**src/rtl/pwm_timer_pkg.sv**
```systemverilog
package pwm_timer_pkg;

    typedef enum logic [1:0] {
        ST_IDLE = 2'd0,
        ST_RUN  = 2'd1,
        ST_HALT = 2'd2
    } tmr_state_e;

    // bit offsets inside one match-action group
    localparam int ACT_INT  = 0;
    localparam int ACT_RST  = 1;
    localparam int ACT_STOP = 2;
    localparam int ACT_W    = 3;

endpackage

```
**src/rtl/pwm_tick_src.sv**
```systemverilog
module pwm_tick_src #(
    parameter int PS_W = 32
) (
    input  logic            clk,
    input  logic            rst_n,
    input  logic            cap_in,
    input  logic            sel_cap,
    input  logic            run,
    input  logic            clr,
    input  logic [PS_W-1:0] ps_lim,
    output logic [PS_W-1:0] ps_cnt,
    output logic            adv
);

    localparam int SYNC_N = 3;

    logic [SYNC_N-1:0] sync_q;
    logic              cap_rise;
    logic              tick;
    logic              at_lim;

    always_ff @(posedge clk or negedge rst_n) begin
        if (!rst_n) sync_q <= '0;
        else        sync_q <= {sync_q[SYNC_N-2:0], cap_in};
    end

    assign cap_rise = sync_q[SYNC_N-2] & ~sync_q[SYNC_N-1];
    assign tick     = sel_cap ? cap_rise : 1'b1;
    assign at_lim   = (ps_cnt == ps_lim);
    assign adv      = run & tick & at_lim & ~clr;

    always_ff @(posedge clk or negedge rst_n) begin
        if (!rst_n)          ps_cnt <= '0;
        else if (clr)        ps_cnt <= '0;
        else if (run & tick) ps_cnt <= at_lim ? '0 : ps_cnt + 1'b1;
    end

endmodule

```
**src/rtl/pwm_match_bank.sv**
```systemverilog
module pwm_match_bank #(
    parameter int N_MATCH = 7,
    parameter int DW      = 32,
    localparam int IW     = $clog2(N_MATCH)
) (
    input  logic                        clk,
    input  logic                        rst_n,
    input  logic                        wr_en,
    input  logic [IW-1:0]               wr_idx,
    input  logic [DW-1:0]               wr_data,
    input  logic [N_MATCH-1:0]          rel_set,
    input  logic                        xfer_ok,
    input  logic [DW-1:0]               count,
    output logic [N_MATCH-1:0][DW-1:0]  shadow_q,
    output logic [N_MATCH-1:0][DW-1:0]  active_q,
    output logic [N_MATCH-1:0]          rel_q,
    output logic [N_MATCH-1:0]          hit
);

    logic [N_MATCH-1:0] take;

    assign take = rel_q & {N_MATCH{xfer_ok}};

    always_ff @(posedge clk or negedge rst_n) begin
        if (!rst_n) begin
            shadow_q <= '0;
            active_q <= '0;
            rel_q    <= '0;
        end else begin
            for (int i = 0; i < N_MATCH; i++) begin
                if (wr_en && (wr_idx == IW'(i))) shadow_q[i] <= wr_data;
                if (take[i])                      active_q[i] <= shadow_q[i];
            end
            rel_q <= (rel_q & ~take) | rel_set;
        end
    end

    for (genvar g = 0; g < N_MATCH; g++) begin : g_cmp
        assign hit[g] = (count == active_q[g]);
    end

endmodule

```
**src/rtl/pwm_out_stage.sv**
```systemverilog
module pwm_out_stage #(
    parameter int N_OUT = 6
) (
    input  logic             clk,
    input  logic             rst_n,
    input  logic             pwm_en,
    input  logic             cyc_start,
    input  logic [N_OUT:0]   ev,
    input  logic [N_OUT-1:1] dbl,
    output logic [N_OUT-1:0] pwm_out
);

    logic [N_OUT-1:0] set_v;
    logic [N_OUT-1:0] clr_v;

    for (genvar j = 0; j < N_OUT; j++) begin : g_ch
        if (j == 0) begin : g_single_only
            assign set_v[j] = cyc_start;
        end else begin : g_selectable
            assign set_v[j] = dbl[j] ? ev[j] : cyc_start;
        end
        assign clr_v[j] = ev[j+1];
    end

    always_ff @(posedge clk or negedge rst_n) begin
        if (!rst_n) begin
            pwm_out <= '0;
        end else begin
            for (int j = 0; j < N_OUT; j++) begin
                if (!pwm_en)       pwm_out[j] <= 1'b0;
                else if (clr_v[j]) pwm_out[j] <= 1'b0;
                else if (set_v[j]) pwm_out[j] <= 1'b1;
            end
        end
    end

endmodule

```
**src/rtl/pwm_timer.sv**
```systemverilog
module pwm_timer
    import pwm_timer_pkg::*;
#(
    parameter int DW    = 32,
    parameter int N_OUT = 6,
    parameter int AW    = 5
) (
    input  logic             clk,
    input  logic             rst_n,
    input  logic             bus_we,
    input  logic [AW-1:0]    bus_addr,
    input  logic [DW-1:0]    bus_wdata,
    output logic [DW-1:0]    bus_rdata,
    input  logic             cap_in,
    output logic [N_OUT-1:0] pwm_out,
    output logic             irq
);

    localparam int N_MATCH = N_OUT + 1;
    localparam int IW      = $clog2(N_MATCH);
    localparam int CFG_W   = ACT_W * N_MATCH;

    localparam logic [AW-1:0] A_CTRL  = AW'(0);
    localparam logic [AW-1:0] A_PSLIM = AW'(1);
    localparam logic [AW-1:0] A_COUNT = AW'(2);
    localparam logic [AW-1:0] A_PSCNT = AW'(3);
    localparam logic [AW-1:0] A_ACT   = AW'(4);
    localparam logic [AW-1:0] A_EDGE  = AW'(5);
    localparam logic [AW-1:0] A_REL   = AW'(6);
    localparam logic [AW-1:0] A_IRQ   = AW'(7);
    localparam logic [AW-1:0] A_SHD   = AW'(8);
    localparam logic [AW-1:0] A_ACTV  = AW'(16);

    // control and configuration
    logic                ctrl_en, ctrl_clr, ctrl_pwm, ctrl_sel;
    logic [DW-1:0]       ps_lim;
    logic [CFG_W-1:0]    act_cfg;
    logic [N_OUT-1:1]    dbl_q;
    logic [N_MATCH-1:0]  irq_flags;

    // datapath
    logic [DW-1:0]                count;
    logic [DW-1:0]                ps_cnt;
    logic                         adv;
    logic [N_MATCH-1:0]           hit, ev, ev_irq;
    logic [N_MATCH-1:0]           int_bits, rst_bits, stop_bits;
    logic [N_MATCH-1:0][DW-1:0]   shadow_q, active_q;
    logic [N_MATCH-1:0]           rel_q, rel_set;
    logic                         stop_ev, rst_ev, cyc_start, xfer_ok;

    // state machine
    tmr_state_e state_q, state_d;
    logic       run_s, halted_s;

    // bus decode
    logic          in_shd, in_actv, sh_we;
    logic [IW-1:0] sh_idx, av_idx;

    assign in_shd  = (bus_addr >= A_SHD)  && (bus_addr < A_SHD  + AW'(N_MATCH));
    assign in_actv = (bus_addr >= A_ACTV) && (bus_addr < A_ACTV + AW'(N_MATCH));
    assign sh_we   = bus_we && in_shd;
    assign sh_idx  = IW'(bus_addr - A_SHD);
    assign av_idx  = IW'(bus_addr - A_ACTV);
    assign rel_set = (bus_we && bus_addr == A_REL) ? bus_wdata[N_MATCH-1:0] : '0;

    for (genvar i = 0; i < N_MATCH; i++) begin : g_cfg
        assign int_bits[i]  = act_cfg[ACT_W*i + ACT_INT];
        assign rst_bits[i]  = act_cfg[ACT_W*i + ACT_RST];
        assign stop_bits[i] = act_cfg[ACT_W*i + ACT_STOP];
    end

    assign ev        = hit & {N_MATCH{adv}};
    assign ev_irq    = ev & int_bits;
    assign stop_ev   = |(ev & stop_bits);
    assign rst_ev    = |(ev & rst_bits);
    assign cyc_start = ev[0] & ctrl_pwm;
    assign xfer_ok   = (state_q != ST_RUN) || ev[0];

    // ---------------- state register ----------------
    always_ff @(posedge clk or negedge rst_n) begin
        if (!rst_n) state_q <= ST_IDLE;
        else        state_q <= state_d;
    end

    always_comb begin
        state_d = state_q;
        unique case (state_q)
            ST_IDLE: if (ctrl_en)      state_d = ST_RUN;
            ST_RUN:  if (!ctrl_en)     state_d = ST_IDLE;
                     else if (stop_ev) state_d = ST_HALT;
            ST_HALT: if (!ctrl_en)     state_d = ST_IDLE;
            default:                   state_d = ST_IDLE;
        endcase
    end

    // ---------------- state outputs ----------------
    always_comb begin
        run_s    = 1'b0;
        halted_s = 1'b0;
        unique case (state_q)
            ST_IDLE: ;
            ST_RUN:  run_s    = 1'b1;
            ST_HALT: halted_s = 1'b1;
            default: ;
        endcase
    end

    // ---------------- submodules ----------------
    pwm_tick_src #(.PS_W(DW)) u_src (
        .clk     (clk),
        .rst_n   (rst_n),
        .cap_in  (cap_in),
        .sel_cap (ctrl_sel),
        .run     (run_s),
        .clr     (ctrl_clr),
        .ps_lim  (ps_lim),
        .ps_cnt  (ps_cnt),
        .adv     (adv)
    );

    pwm_match_bank #(.N_MATCH(N_MATCH), .DW(DW)) u_bank (
        .clk      (clk),
        .rst_n    (rst_n),
        .wr_en    (sh_we),
        .wr_idx   (sh_idx),
        .wr_data  (bus_wdata),
        .rel_set  (rel_set),
        .xfer_ok  (xfer_ok),
        .count    (count),
        .shadow_q (shadow_q),
        .active_q (active_q),
        .rel_q    (rel_q),
        .hit      (hit)
    );

    pwm_out_stage #(.N_OUT(N_OUT)) u_out (
        .clk       (clk),
        .rst_n     (rst_n),
        .pwm_en    (ctrl_pwm),
        .cyc_start (cyc_start),
        .ev        (ev),
        .dbl       (dbl_q),
        .pwm_out   (pwm_out)
    );

    // ---------------- counter ----------------
    always_ff @(posedge clk or negedge rst_n) begin
        if (!rst_n)                     count <= '0;
        else if (ctrl_clr)              count <= '0;
        else if (adv) begin
            if (rst_ev || cyc_start)    count <= '0;
            else if (!stop_ev)          count <= count + 1'b1;
        end
    end

    // ---------------- registers ----------------
    always_ff @(posedge clk or negedge rst_n) begin
        if (!rst_n) begin
            {ctrl_sel, ctrl_pwm, ctrl_clr, ctrl_en} <= '0;
            ps_lim    <= '0;
            act_cfg   <= '0;
            dbl_q     <= '0;
            irq_flags <= '0;
        end else begin
            if (bus_we) begin
                unique case (bus_addr)
                    A_CTRL:  {ctrl_sel, ctrl_pwm, ctrl_clr, ctrl_en} <= bus_wdata[3:0];
                    A_PSLIM: ps_lim  <= bus_wdata;
                    A_ACT:   act_cfg <= bus_wdata[CFG_W-1:0];
                    A_EDGE:  dbl_q   <= bus_wdata[N_OUT-1:1];
                    default: ;
                endcase
            end
            irq_flags <= (irq_flags & ~((bus_we && bus_addr == A_IRQ) ?
                          bus_wdata[N_MATCH-1:0] : '0)) | ev_irq;
        end
    end

    assign irq = |irq_flags;

    // ---------------- read mux ----------------
    always_comb begin
        bus_rdata = '0;
        if (in_shd) begin
            bus_rdata = shadow_q[sh_idx];
        end else if (in_actv) begin
            bus_rdata = active_q[av_idx];
        end else begin
            unique case (bus_addr)
                A_CTRL:  bus_rdata = {{(DW-4){1'b0}}, ctrl_sel, ctrl_pwm, ctrl_clr, ctrl_en};
                A_PSLIM: bus_rdata = ps_lim;
                A_COUNT: bus_rdata = count;
                A_PSCNT: bus_rdata = ps_cnt;
                A_ACT:   bus_rdata = {{(DW-CFG_W){1'b0}}, act_cfg};
                A_EDGE:  bus_rdata = {{(DW-N_OUT){1'b0}}, dbl_q, 1'b0};
                A_REL:   bus_rdata = {{(DW-N_MATCH){1'b0}}, rel_q};
                A_IRQ:   bus_rdata = {{(DW-N_MATCH){1'b0}}, irq_flags};
                default: bus_rdata = '0;
            endcase
        end
    end

endmodule

```
**config.mk**
```make
export PLATFORM = sky130hd
export DESIGN_NAME = pwm_timer
export DESIGN_NICKNAME = d
export VERILOG_FILES = /design/src/rtl/pwm_timer_pkg.sv /design/src/rtl/pwm_tick_src.sv /design/src/rtl/pwm_match_bank.sv /design/src/rtl/pwm_out_stage.sv /design/src/rtl/pwm_timer.sv
export SDC_FILE = /design/constraint.sdc
export NUM_CORES = 1
export LEC_CHECK = 0
export BUFFER_PORTS_ARGS = -buffer_cell sky130_fd_sc_hd__buf_2
export CAP_MARGIN = 20
export CORE_MARGIN = 4
export CORE_UTILIZATION = 40
export CTS_BUF_LIST = sky130_fd_sc_hd__clkbuf_8 sky130_fd_sc_hd__clkbuf_16
export DETAILED_ROUTE_END_ITERATION = 8
export PLACE_DENSITY_LB_ADDON = 0.25
export SYNTH_ARGS = -nofsm -noshare
export SYNTH_HDL_FRONTEND = slang
export SYNTH_SLANG_ARGS = --single-unit
```
**constraint.sdc**
```tcl
create_clock -name clk -period 2.7 [get_ports clk]
set_input_delay 0.135 -clock clk [delete_from_list [all_inputs] [get_ports clk]]
set_output_delay 0.135 -clock clk [all_outputs]
set_load 0.005 [all_outputs]
```
==> results.py <==
metrics = {
    "floorplan": {
        "rows": 104,
        "dieArea_sq_mm": 0.0856,
        "die_width_microns": 293,
        "die_height_microns": 293,
        "core_sq_mm": 0.0804,
        "initial_utilization": 0.403,
        "io_pins": 80,
    },
    "critical_path": {
        "critPathRequiredTime_ns": 3.20,
        "path_class": "flip-flop to flip-flop",
        "path_max_fanout": 15,
        "crit_path_start_kind": "flip-flop",
        "cp.arrival_ns": 3.45,
        "cp-end-kind": "flip-flop",
        "r2r.worst_path.cells": 10,
    },
    "logic_synthesis": {
        "ys_types": 69,
        "syn_avg_cell_area_sq_um": 12.3,
        "synth_area_leader_cell": "dfrtp_1",
        "synth_top_area_share": 0.463,
        "synth-edff-count": 0,
        "ys_dominant_reg_cell": "dfrtp_1",
        "synthTopCellsByArea": "dfrtp_1 46%, mux2_2 11%, mux2_4 7.8%",
        "ys_warn_count": 0,
        "syn-num-nets": 2667,
        "seq_area_frac_synth": 0.463,
        "synth_cells": 2624,
        "yosys-top-cells-count": "599 x dfrtp_1, 314 x mux2_2, 261 x xnor2_1, 168 x mux2_4, 151 x nand2_1",
        "yosysMostFrequentCell": "dfrtp_1",
        "synth-seq-cells": 599,
        "async_flop_share": 1.00,
        "synth_area_sq_mm": 0.0324,
    },
    "pwr": {
        "p_comb_frac": 0.266,
        "vdd_drop_max_mv": 0.507,
        "p_sw_mw": 9.03,
        "leakage_nw": 19.2,
        "intPower_mw": 19.6,
        "pwr-share-clk": 0.338,
        "power_density_mw_per_mm2": 682,
        "seq_power_share": 0.396,
        "swShare": 0.315,
    },
    "sta": {
        "layout_setup_ws_ns": -0.243,
        "finalMaxSlewViolations": 0,
        "fmax_mhz": 340,
        "rsz0062_at_grt": "true",
        "setup_violations": 260,
        "min_period_over_period": 1.09,
        "clock_skew_ns": 0.0207,
        "period_minus_slack_ns": 2.94,
        "finalHoldViolCount": 0,
        "max_slew_margin": 0.332,
        "worst_slew_pin_slew_ns": 0.991,
    },
    "clock_tree": {
        "cts_max_level": 3,
        "cts_inserted_buffers": 70,
        "clock_latency_ns": 0.63,
        "cts-root-buf": "clkbuf_16",
        "cts_buffer_depth": 3,
        "cts_sinks": 599,
        "tritoncts": "done",
        "cts.clk_slew.worst_paths_ns": 0.06,
    },
    "placement": {
        "dp_hpwl_microns": 99900,
        "io_buffers": 79,
        "gp_congestion": 1.05,
        "placed_cell_area_sq_mm": 0.0378,
        "pre_cts_ws_ns": -0.752,
    },
    "grt": {
        "use_met2": 0.473,
        "grt_antenna_before_repair": 18,
        "grt.total_usage": 0.309,
        "busiest_layer": "met2",
        "gr-usage-met3": 0.0623,
        "grt_pass1_wl_microns": 192000,
        "grt_pass1_vias": 26000,
        "grt.overflow.total": 0,
        "grt_use_met1": 0.426,
        "grt_max_degree": 92,
    },
    "run": {
        "cap_violations": 0,
    },
    "layout": {
        "finish.net_count": 3212,
        "seq_area_sq_mm": 0.0150,
        "areaGrowthSynthToFinish_pct": 29.8,
        "fill_cells": 6992,
        "stdcell_area_sq_mm": 0.0420,
        "multi_input_area_sq_mm": 0.0176,
        "drive_gt1_frac": 0.470,
    },
    "route": {
        "antenna_left": 0,
        "routed_wl_microns": 135000,
        "wl_per_cell_microns": 31.5,
        "drc_errors": 0,
        "vias": 25600,
        "drtIter0Drc": 2663,
        "routed_via_density": 5.98,
        "first_pass_iters": 5,
    },
    "outcome": {
        "violations": "setup timing",
        "status": "complete, but fails checks",
    },
    "worst_hold_path": {
        "whs_path_depth": 2,
        "hp-class": "primary input to flip-flop",
    },
}
[layer usage]
layer,part of all wire,vias to the layer above
li1,-,10700
met1,0.42,13400
met2,0.45,1148
met3,0.076,299
met4,0.051,14
met5,0.0013,-
[worst paths after layout]
kind,start,end,slack [ns]
worst max-delay path,count[11],u_bank.active_q[148],-0.24
worst min-delay path,bus_wdata[25],u_bank.shadow_q[57],0.03
worst max register to register,count[11],u_bank.active_q[148],-0.24
worst min register to register,u_src.sync_q[0],u_src.sync_q[1],0.35
max in group asynchronous,rst_n,u_bank.shadow_q[100],1.62
min in group asynchronous,rst_n,u_src.sync_q[0],0.05
[what timing repair did]
item / CTS / global route
pin swaps: 25 / 50
hold buffers: 21 / 1
gates cloned: 1 / 6
gates resized for setup: 101 / 154
hold endpoints to repair: 182 / 4
endpoints found under the setup margin: 278 / 281
buffers inserted: 9 / 26
[flip-flops by register name, summed over array words and instances (netlist names)]
signal / count
act_cfg: 21
count: 32
ctrl_clr: 1
ctrl_en: 1
ctrl_pwm: 1
ctrl_sel: 1
dbl_q: 5
irq_flags: 7
ps_lim: 32
state_q: 2
u_bank.active_q: 224
u_bank.rel_q: 7
u_bank.shadow_q: 224
u_out.pwm_out: 6
u_src.ps_cnt: 32
u_src.sync_q: 3
[power groups by stage]
stage | sequential, mW | combinational, mW | clock, mW
3_3_place_gp | 11.4 | 6.33 | 0
5_1_grt | 11.5 | 7.95 | 10.2
4_1_cts | 11.3 | 6.69 | 9.82
6_report | 11.4 | 7.62 | 9.68
3_5_place_dp | 11.4 | 6.39 | 0
2_1_floorplan | 10.9 | 3.19 | 0
[stage by stage]
| step | hold WS [ns] | instances | TNS, ns | util | power, mW |
|---|---|---|---|---|---|
| finish | 0.0349 | 4286 | -45.91 | 0.523 | 28.7 |
| global route | 0.0194 | 4284 | -52.63 | 0.523 | 29.6 |
| CTS | 0.000269 | 4252 | -32.30 | 0.509 | 27.8 |
| detailed placement | 0.145 | 4098 | -179.58 | 0.470 | 17.8 |
| global placement | 0.127 | 4098 | -186.45 | 0.470 | 17.7 |
| floorplan | -0.161 | 2624 | 0 | - | 14.1 |
[kinds of logic after synthesis]
group	count (synthesis)	synth area share
buf+inv	219	0.0334
xor+xnor	278	0.0752
flops	599	0.463
fa+ha+maj	2	0.000773
mux	664	0.270
compound gates	344	0.0742
simple gates	518	0.0837
[worst max-delay path, cell delays in order (launching register included)]
cell and delay (ns):
dfrtp_1 0.40, buf_4 0.17, xnor2_1 0.30, nand4_1 0.31, nor4_4 0.28, nand2_4 0.13
or3_4 0.39, nand2_8 0.17, nand2_8 0.10, buf_12 0.19, mux2_1 0.33
[layout make-up]
type                            count  share of cell area
Antenna cell                        5            0.000298
Clock buffer                       82              0.0459
Clock inverter                     42             0.00929
Inverter                           12             0.00107
Multi-Input combinational cell   1808               0.420
Sequential cell                   599               0.357
Tap cell                         1060              0.0316
Timing Repair Buffer              678               0.135
[cells in the final DEF, fill, tap and decap left out, types with 14 or more instances in the layout]
master and n:
a22oi_1 37, xnor2_2 46, o211ai_1 101, mux2i_1 75, mux2_2 312, inv_1 29
o21ai_0 64, xor2_1 17, dfrtp_2 14, a21oi_1 33, nor2_1 75, buf_6 28
nand2_1 145, buf_12 42, mux2_4 193, buf_2 74, dfrtp_1 585, a31oi_1 19
nand3_1 39, mux4_2 64, nand4_1 87, clkbuf_16 74, and3_1 31, mux2_1 19
xnor2_1 200, buf_4 503, dlygate4sd3_1 22, xnor2_4 15
Power figures use the tool's default switching activity.
